## src/rtl/adc_scan_seq.sv

```systemverilog
module adc_scan_seq #(
  parameter int NCH     = 32,
  parameter int LATENCY = 4,
  parameter int DW      = 12
) (
  input  logic              clk,
  input  logic              rst_n,
  input  logic              wr_en,
  input  logic [1:0]        wr_addr,
  input  logic [15:0]       wr_data,
  input  logic              pacer_tick,
  input  logic              ext_trig,
  input  logic              ext_gate,
  input  logic [DW-1:0]     adc_in,
  output logic [$clog2(NCH)-1:0] mux_chan,
  output logic [4:0]        gain_code,
  output logic              conv_busy,
  output logic              sample_valid,
  output logic [DW+3:0]     sample_data,
  output logic              overrun
);
  localparam int CW  = $clog2(NCH);
  localparam int LCW = $clog2(LATENCY + 1);

  logic [CW-1:0]  first_ch, last_ch, ptr;
  logic [3:0]     ctrl;
  logic [4:0]     gtab [NCH];
  logic [LCW-1:0] cnt;
  logic           ext_q;

  wire hit_trg  = wr_en && wr_addr == 2'd0;
  wire hit_gain = wr_en && wr_addr == 2'd1;
  wire hit_win  = wr_en && wr_addr == 2'd2;
  wire hit_ctl  = wr_en && wr_addr == 2'd3;

  wire code_ok  = wr_data[15:5] == '0 &&
                  (wr_data[4:3] == 2'b00 || wr_data[4:2] == 3'b100);
  wire gain_we  = hit_gain && code_ok && first_ch == last_ch;

  wire ext_edge = ext_trig && !ext_q;
  wire trig = (ctrl[0] && hit_trg) || (ctrl[1] && pacer_tick) ||
              (ctrl[2] && ext_edge && (!ctrl[3] || ext_gate));
  wire done = conv_busy && cnt == '0;

  wire [CW-1:0] ptr_inc  = (ptr == CW'(NCH - 1)) ? '0 : ptr + 1'b1;
  wire [CW-1:0] ptr_next = (ptr == last_ch) ? first_ch : ptr_inc;

  assign mux_chan  = ptr;
  assign gain_code = gtab[ptr];

  always_ff @(posedge clk) begin
    if (!rst_n) begin
      first_ch <= '0;
      last_ch  <= '0;
      ptr      <= '0;
      ctrl     <= '0;
      ext_q    <= 1'b0;
    end else begin
      ext_q <= ext_trig;
      if (hit_ctl) ctrl <= wr_data[3:0];
      if (hit_win) begin
        first_ch <= wr_data[CW-1:0];
        last_ch  <= wr_data[8+CW-1:8];
        ptr      <= wr_data[CW-1:0];
      end else if (done) begin
        ptr <= ptr_next;
      end
    end
  end

  always_ff @(posedge clk) begin
    if (!rst_n) begin
      for (int i = 0; i < NCH; i++) gtab[i] <= '0;
    end else if (gain_we) begin
      gtab[first_ch] <= wr_data[4:0];
    end
  end

  always_ff @(posedge clk) begin
    if (!rst_n) begin
      conv_busy    <= 1'b0;
      cnt          <= '0;
      sample_valid <= 1'b0;
      sample_data  <= '0;
      overrun      <= 1'b0;
    end else begin
      sample_valid <= 1'b0;
      if (trig && conv_busy) overrun <= 1'b1;
      if (done) begin
        conv_busy    <= 1'b0;
        sample_valid <= 1'b1;
        sample_data  <= {ptr[3:0], adc_in};
      end else if (conv_busy) begin
        cnt <= cnt - 1'b1;
      end else if (trig) begin
        conv_busy <= 1'b1;
        cnt       <= LCW'(LATENCY - 1);
      end
    end
  end


  valid_pulse_chk: assert property (@(posedge clk) disable iff (!rst_n)
    sample_valid |=> !sample_valid);

  tag_chk: assert property (@(posedge clk) disable iff (!rst_n)
    sample_valid |-> sample_data[DW+3:DW] == $past(mux_chan[3:0]) && $past(conv_busy));

  overrun_sticky_chk: assert property (@(posedge clk) disable iff (!rst_n)
    overrun |=> overrun);

  gain_store_chk: assert property (@(posedge clk) disable iff (!rst_n)
    (gain_we && !hit_win && mux_chan == first_ch) |=> gain_code == $past(wr_data[4:0]));

  idle_chk: assert property (@(posedge clk) disable iff (!rst_n)
    (!conv_busy && ctrl == 4'd0 && !hit_ctl) |=> !conv_busy);
endmodule

```

## config.mk

```make
export PLATFORM = sky130hd
export DESIGN_NAME = adc_scan_seq
export DESIGN_NICKNAME = d
export VERILOG_FILES = /design/src/rtl/adc_scan_seq.sv
export SDC_FILE = /design/constraint.sdc
export NUM_CORES = 1
export LEC_CHECK = 0
export ABC_AREA = 1
export BUFFER_PORTS_ARGS = -buffer_cell sky130_fd_sc_hd__buf_4
export CAP_MARGIN = 30
export CORE_UTILIZATION = 65
export CTS_CLUSTER_DIAMETER = 50
export DETAILED_ROUTE_END_ITERATION = 6
export GPL_TIMING_DRIVEN = 0
export PLACE_DENSITY = 0.95
export SKIP_LAST_GASP = 1
export SLEW_MARGIN = 20
export SYNTH_ARGS = -nofsm -noshare
export SYNTH_HDL_FRONTEND = slang
export SYNTH_SLANG_ARGS = --single-unit
```

## constraint.sdc

```tcl
create_clock -name clk -period 5.4 [get_ports clk]
set_input_delay 1.08 -clock clk [delete_from_list [all_inputs] [get_ports clk]]
set_output_delay 1.08 -clock clk [all_outputs]
set_load 0.02 [all_outputs]
```

Word-level counts from Yosys, hierarchy flattened
Memories as Yosys holds them, arrays and structs flattened. A register that Yosys moved wholly into a read port is not among the register bits.
Index checks and enable logic that the tools add are counted.
Storage, ports and cells
  input bits: 36
  output and inout port bits: 29
  memories kept: 1
  register bits: 42
  RAM bits: 160
  word-level logic and storage cells: 69
Memories
  gtab: depth 32, width 5, rd ports 1, clocked after memory_dff 1, wr ports 32, RTL line 27  | logic [4:0] gtab [NCH];
Cells by class
  muxes and demuxes: 18
  bitwise logic cells: 2
  equal/unequal tests: 7
  reduce and logical (&&, ||, !) cells: 29
  $add $sub $neg: 2
Operators by type and width (number)
  $mux 5: 8
  $logic_and 1x1->1: 14
  $logic_not 11->1: 1
  $eq 5x5->1: 2
  $mux 1: 8
  $mux 3: 2
  $add 5x1->5 const B: 1
  $eq 5x5->1 const B: 1
  $reduce_or 5->1: 1
  $eq 2x2->1 const B: 2
  $logic_not 2->1: 2
  $logic_or 1x1->1: 4
  $reduce_bool 2->1: 2
  $eq 3x3->1 const B: 1
  $logic_not 3->1: 1
  $sub 3x1->3 const B: 1
  $eq 2x1->1 const B: 1
  $logic_not 1->1: 2
  $not 1->1: 2
  $reduce_and 2->1: 1
  $reduce_or 2->1: 1

Longest topological paths before layout
  depth in word-level cells: 10
  mapped depth: 10
  mapped depth without buffers: 9

Worst setup path before layout
Ideal clock, no wire load.
  kind: in2reg
  from: input port rst_n
  to: memory gtab[4][0], enable pin
  arrival: 2219 ps
  library setup time: 313 ps
  path buffers: 2
  cell stages on the path: 8
  required time: 5087 ps
  slack: 2867 ps
  path through: buf_2 -> inv_2 -> nor2_1 -> nand4_1 -> nor2_2 -> buf_2 -> nand4_1 -> nand2_1
RTL lines
  start: declaration: RTL line 7  | input logic rst_n,
  end: declaration: RTL line 27

==> flow_summary.toml <==
[status]
status = "finished, violations left"
violations = "DRC"

[detailed_routing]
drt-wirelength-per-cell_um = 19.8
ant_nets = 0
via_per_inst = 6.34
drt_wl_total_um = 26300
drc = 1
drt-pass1-iter-count = 7
routed-via-count = 8403
initialDrtViolationCount = 1507

[power_and_ir_drop]
p_leak_nw = 4.57
p_switching_uw = 913
p_int_mw = 2.73
pwr-share-comb = 0.116
power.density_nw_per_um2 = 336
max-vdd-ir-drop_uv = 210
sequentialPowerShare = 0.498
swShare = 0.251
power_frac_clock = 0.386

[final_layout]
n_antenna_cell = 0
fill_cells = 836
seqCellArea_sq_um = 5750
stdcell_area_sq_um = 10800
nets = 1172
areaGrowthSynthToFinish_pct = 15.7
layout-drive-gt1-share = 0.105
stdcell_count = 1326
multi_input_comb_area_sq_um = 3300

[clock_network]
postCtsHoldBufs = 0
clock-sinks = 207
cts_resized = 0
root_buffer = "clkbuf_16"
cts_tree = "yes"
cts.htree.levels = 1
numCtsBuffers = 20
clkLatencyLatePin_ns = 0.49
clk_pin_slew_ns = 0.06
clockBufferDepth = 3
post_cts_buffers = 0

[die]
core_sq_um = 14000
io_pins = 65
dieArea_sq_um = 14900
die_x_um = 122
start_util = 0.670
rows = 43
die_y_um = 122

[yosys]
synth.mux.area_fraction = 0
syn_avg_cell_area_sq_um = 9.22
post_synth_main_area_contributors = "edfxtp_1 (51%), nand2_1 (11%), dfxtp_1 (10%)"
async_flop_share = 0
synth_edf_count = 160
synth_top_family_by_area = "simple AND/OR/NAND/NOR gates"
syn_inst = 1016
synth_seq_cells = 207
synth_top_cell_area_share = 0.513
synth_compound_area_frac = 0.0377
synth.most_common_cell = "nand2_1"
synth_warnings = 0
ys_seq_area_frac = 0.613
synth_ff_type = "edfxtp_1"
yosys.area_share.simple = 0.295
mappedNetlistArea_sq_um = 9370
synth_top_area_cell = "edfxtp_1"
netlist_top_cells_count = "nand2_1 (279), edfxtp_1 (160), nor2_1 (151)"
synth_fa_ha_area_frac = 0.00534
ys_types = 27
synth_xor_area_frac = 0.000935

[placement]
io_buffers = 63
dp_hpwl_um = 17400
preCtsSetupSlack_ns = 2.29
gp_congestion = 0.941
dpl_cell_area_sq_um = 10200
dp.cells = 1290

[global_route]
antenna_found_initial = 0
grt_max_degree = 16
grt_pass1_vias = 8010
overflow = 0
grt_pass1_wl_um = 41200
grt_use_total = 0.368

[critical_path]
r2r-end = "gtab[12][1]"
reg2regPathDepth = 7
worst-endpoint-arrival_ns = 2.71
worst_setup_path_end_kind = "output port"
crit_type = "register to output port"
r2r_start = "first_ch[3]"
path_max_fanout = 10
worstSetupStartpointType = "register"
rrSetupSlack_ns = 2.89
cp_data_required_time_ns = 4.32

[timing]
worst_slack_ns = 1.61
finalCriticalPeriod_ns = 3.79
tightest_slew_ns = 0.949
final_hold_viol_count = 0
setup_viol = 0
finalCritPeriodShare = 0.702
slew_viol_final = 0
fmax_mhz = 264
setup-tns-final_ns = 0
slew_headroom = 0.367
rsz0062_at_grt = "no"
final.setup_skew_ns = 0.00984

[hold_path]
min_to = "ctrl[1]"
hold_depth = 2
worst_hold_startpoint = "ctrl[1]"
hold_path_class = "register to register"

[run]
max-cap-violations = 0
-- sequential cells by signal, indices dropped and copies added (netlist names), named ones only --
signal and flops:
mux_chan 5, overrun 1, conv_busy 1, gtab 160, ext_q 1, first_ch 5, ctrl 4, last_ch 5
sample_valid 1, sample_data 16, cnt 3
-- placed cells by master, fill, tap and decap left out, types with 3 or more instances in the layout --
cell type	netlist	final
ha_1	4	4
o21ai_0	24	24
and2_1	5	5
clkbuf_1	46	49
a21oi_1	23	23
dfxtp_1	47	47
buf_6	3	3
clkbuf_16	0	21
nand4_1	30	30
buf_1	3	3
buf_4	2	65
inv_2	3	3
nor3_1	8	8
nor2_1	151	151
conb_1	1	32
nand4_2	11	11
buf_2	5	5
nand2_1	279	279
edfxtp_1	160	160
nand3_1	146	146
a22o_1	12	12
inv_1	45	48
-- layer usage --
layer  wire length (um)  part of all wire  global-route usage
met1               8400              0.32               0.441
met2              12100              0.46               0.608
met3               3930              0.15              0.0894
met4               1910             0.073               0.212
met5                  0                 0                   0
-- through the flow --
step           power, mW   util  hold slack (ns)
2_1_floorplan       2.09      -            0.424
3_3_place_gp        2.22  0.728            0.433
3_5_place_dp        2.24  0.728            0.438
4_1_cts             3.61  0.775            0.447
5_1_grt             3.72  0.775            0.458
6_report            3.64  0.775            0.449
-- area by class of cell --
| class | count | area share |
|---|---|---|
| multi-input cells | 732 | 0.304 |
| plain buffers | 59 | 0.0238 |
| clock inverters | 11 | 0.00981 |
| repair buffers | 63 | 0.0436 |
| inverters | 49 | 0.0170 |
| clock buffers | 25 | 0.0508 |
| well taps | 180 | 0.0208 |
| flip-flops and latches | 207 | 0.530 |
-- kinds of logic after synthesis --
| group | after synthesis |
|---|---|
| simple gates | 634 |
| compound gates | 61 |
| xor+xnor | 1 |
| flops | 207 |
| other cells | 1 |
| buf+inv | 108 |
| fa+ha+maj | 4 |
-- worst max path at each step --
| stage | slack [ns] | to | depth (start not counted) |
|---|---|---|---|
| 2_1_floorplan | 2.87 | gtab[4][0] | 8 |
| 3_5_place_dp | 2.29 | gain_code[0] | 11 |
| 6_report | 1.61 | gain_code[2] | 11 |
| 3_3_place_gp | 2.34 | gain_code[2] | 11 |
| 4_1_cts | 1.75 | gain_code[2] | 11 |
| 5_1_grt | 1.54 | gain_code[2] | 11 |
-- critical path, stage by stage (launching register included) --
cell and delay [ns]:
dfxtp_1 0.29, buf_2 0.19, inv_2 0.15, clkbuf_1 0.54, nand2_1 0.11, nand3_1 0.13, nand3_1 0.14, nand2_1 0.14
nand2_1 0.08, nand3_1 0.14, and2_1 0.17, buf_4 0.14
-- power groups by stage --
stage | Clock, mW | Sequential (mW) | Combinational [mW]
global placement | 0 | 1.84 | 0.382
global route | 1.45 | 1.82 | 0.454
finish | 1.41 | 1.81 | 0.422
detailed placement | 0 | 1.84 | 0.398
CTS | 1.39 | 1.81 | 0.407
floorplan | 0 | 1.84 | 0.248
No activity file was read; power rests on OpenSTA's default activity.
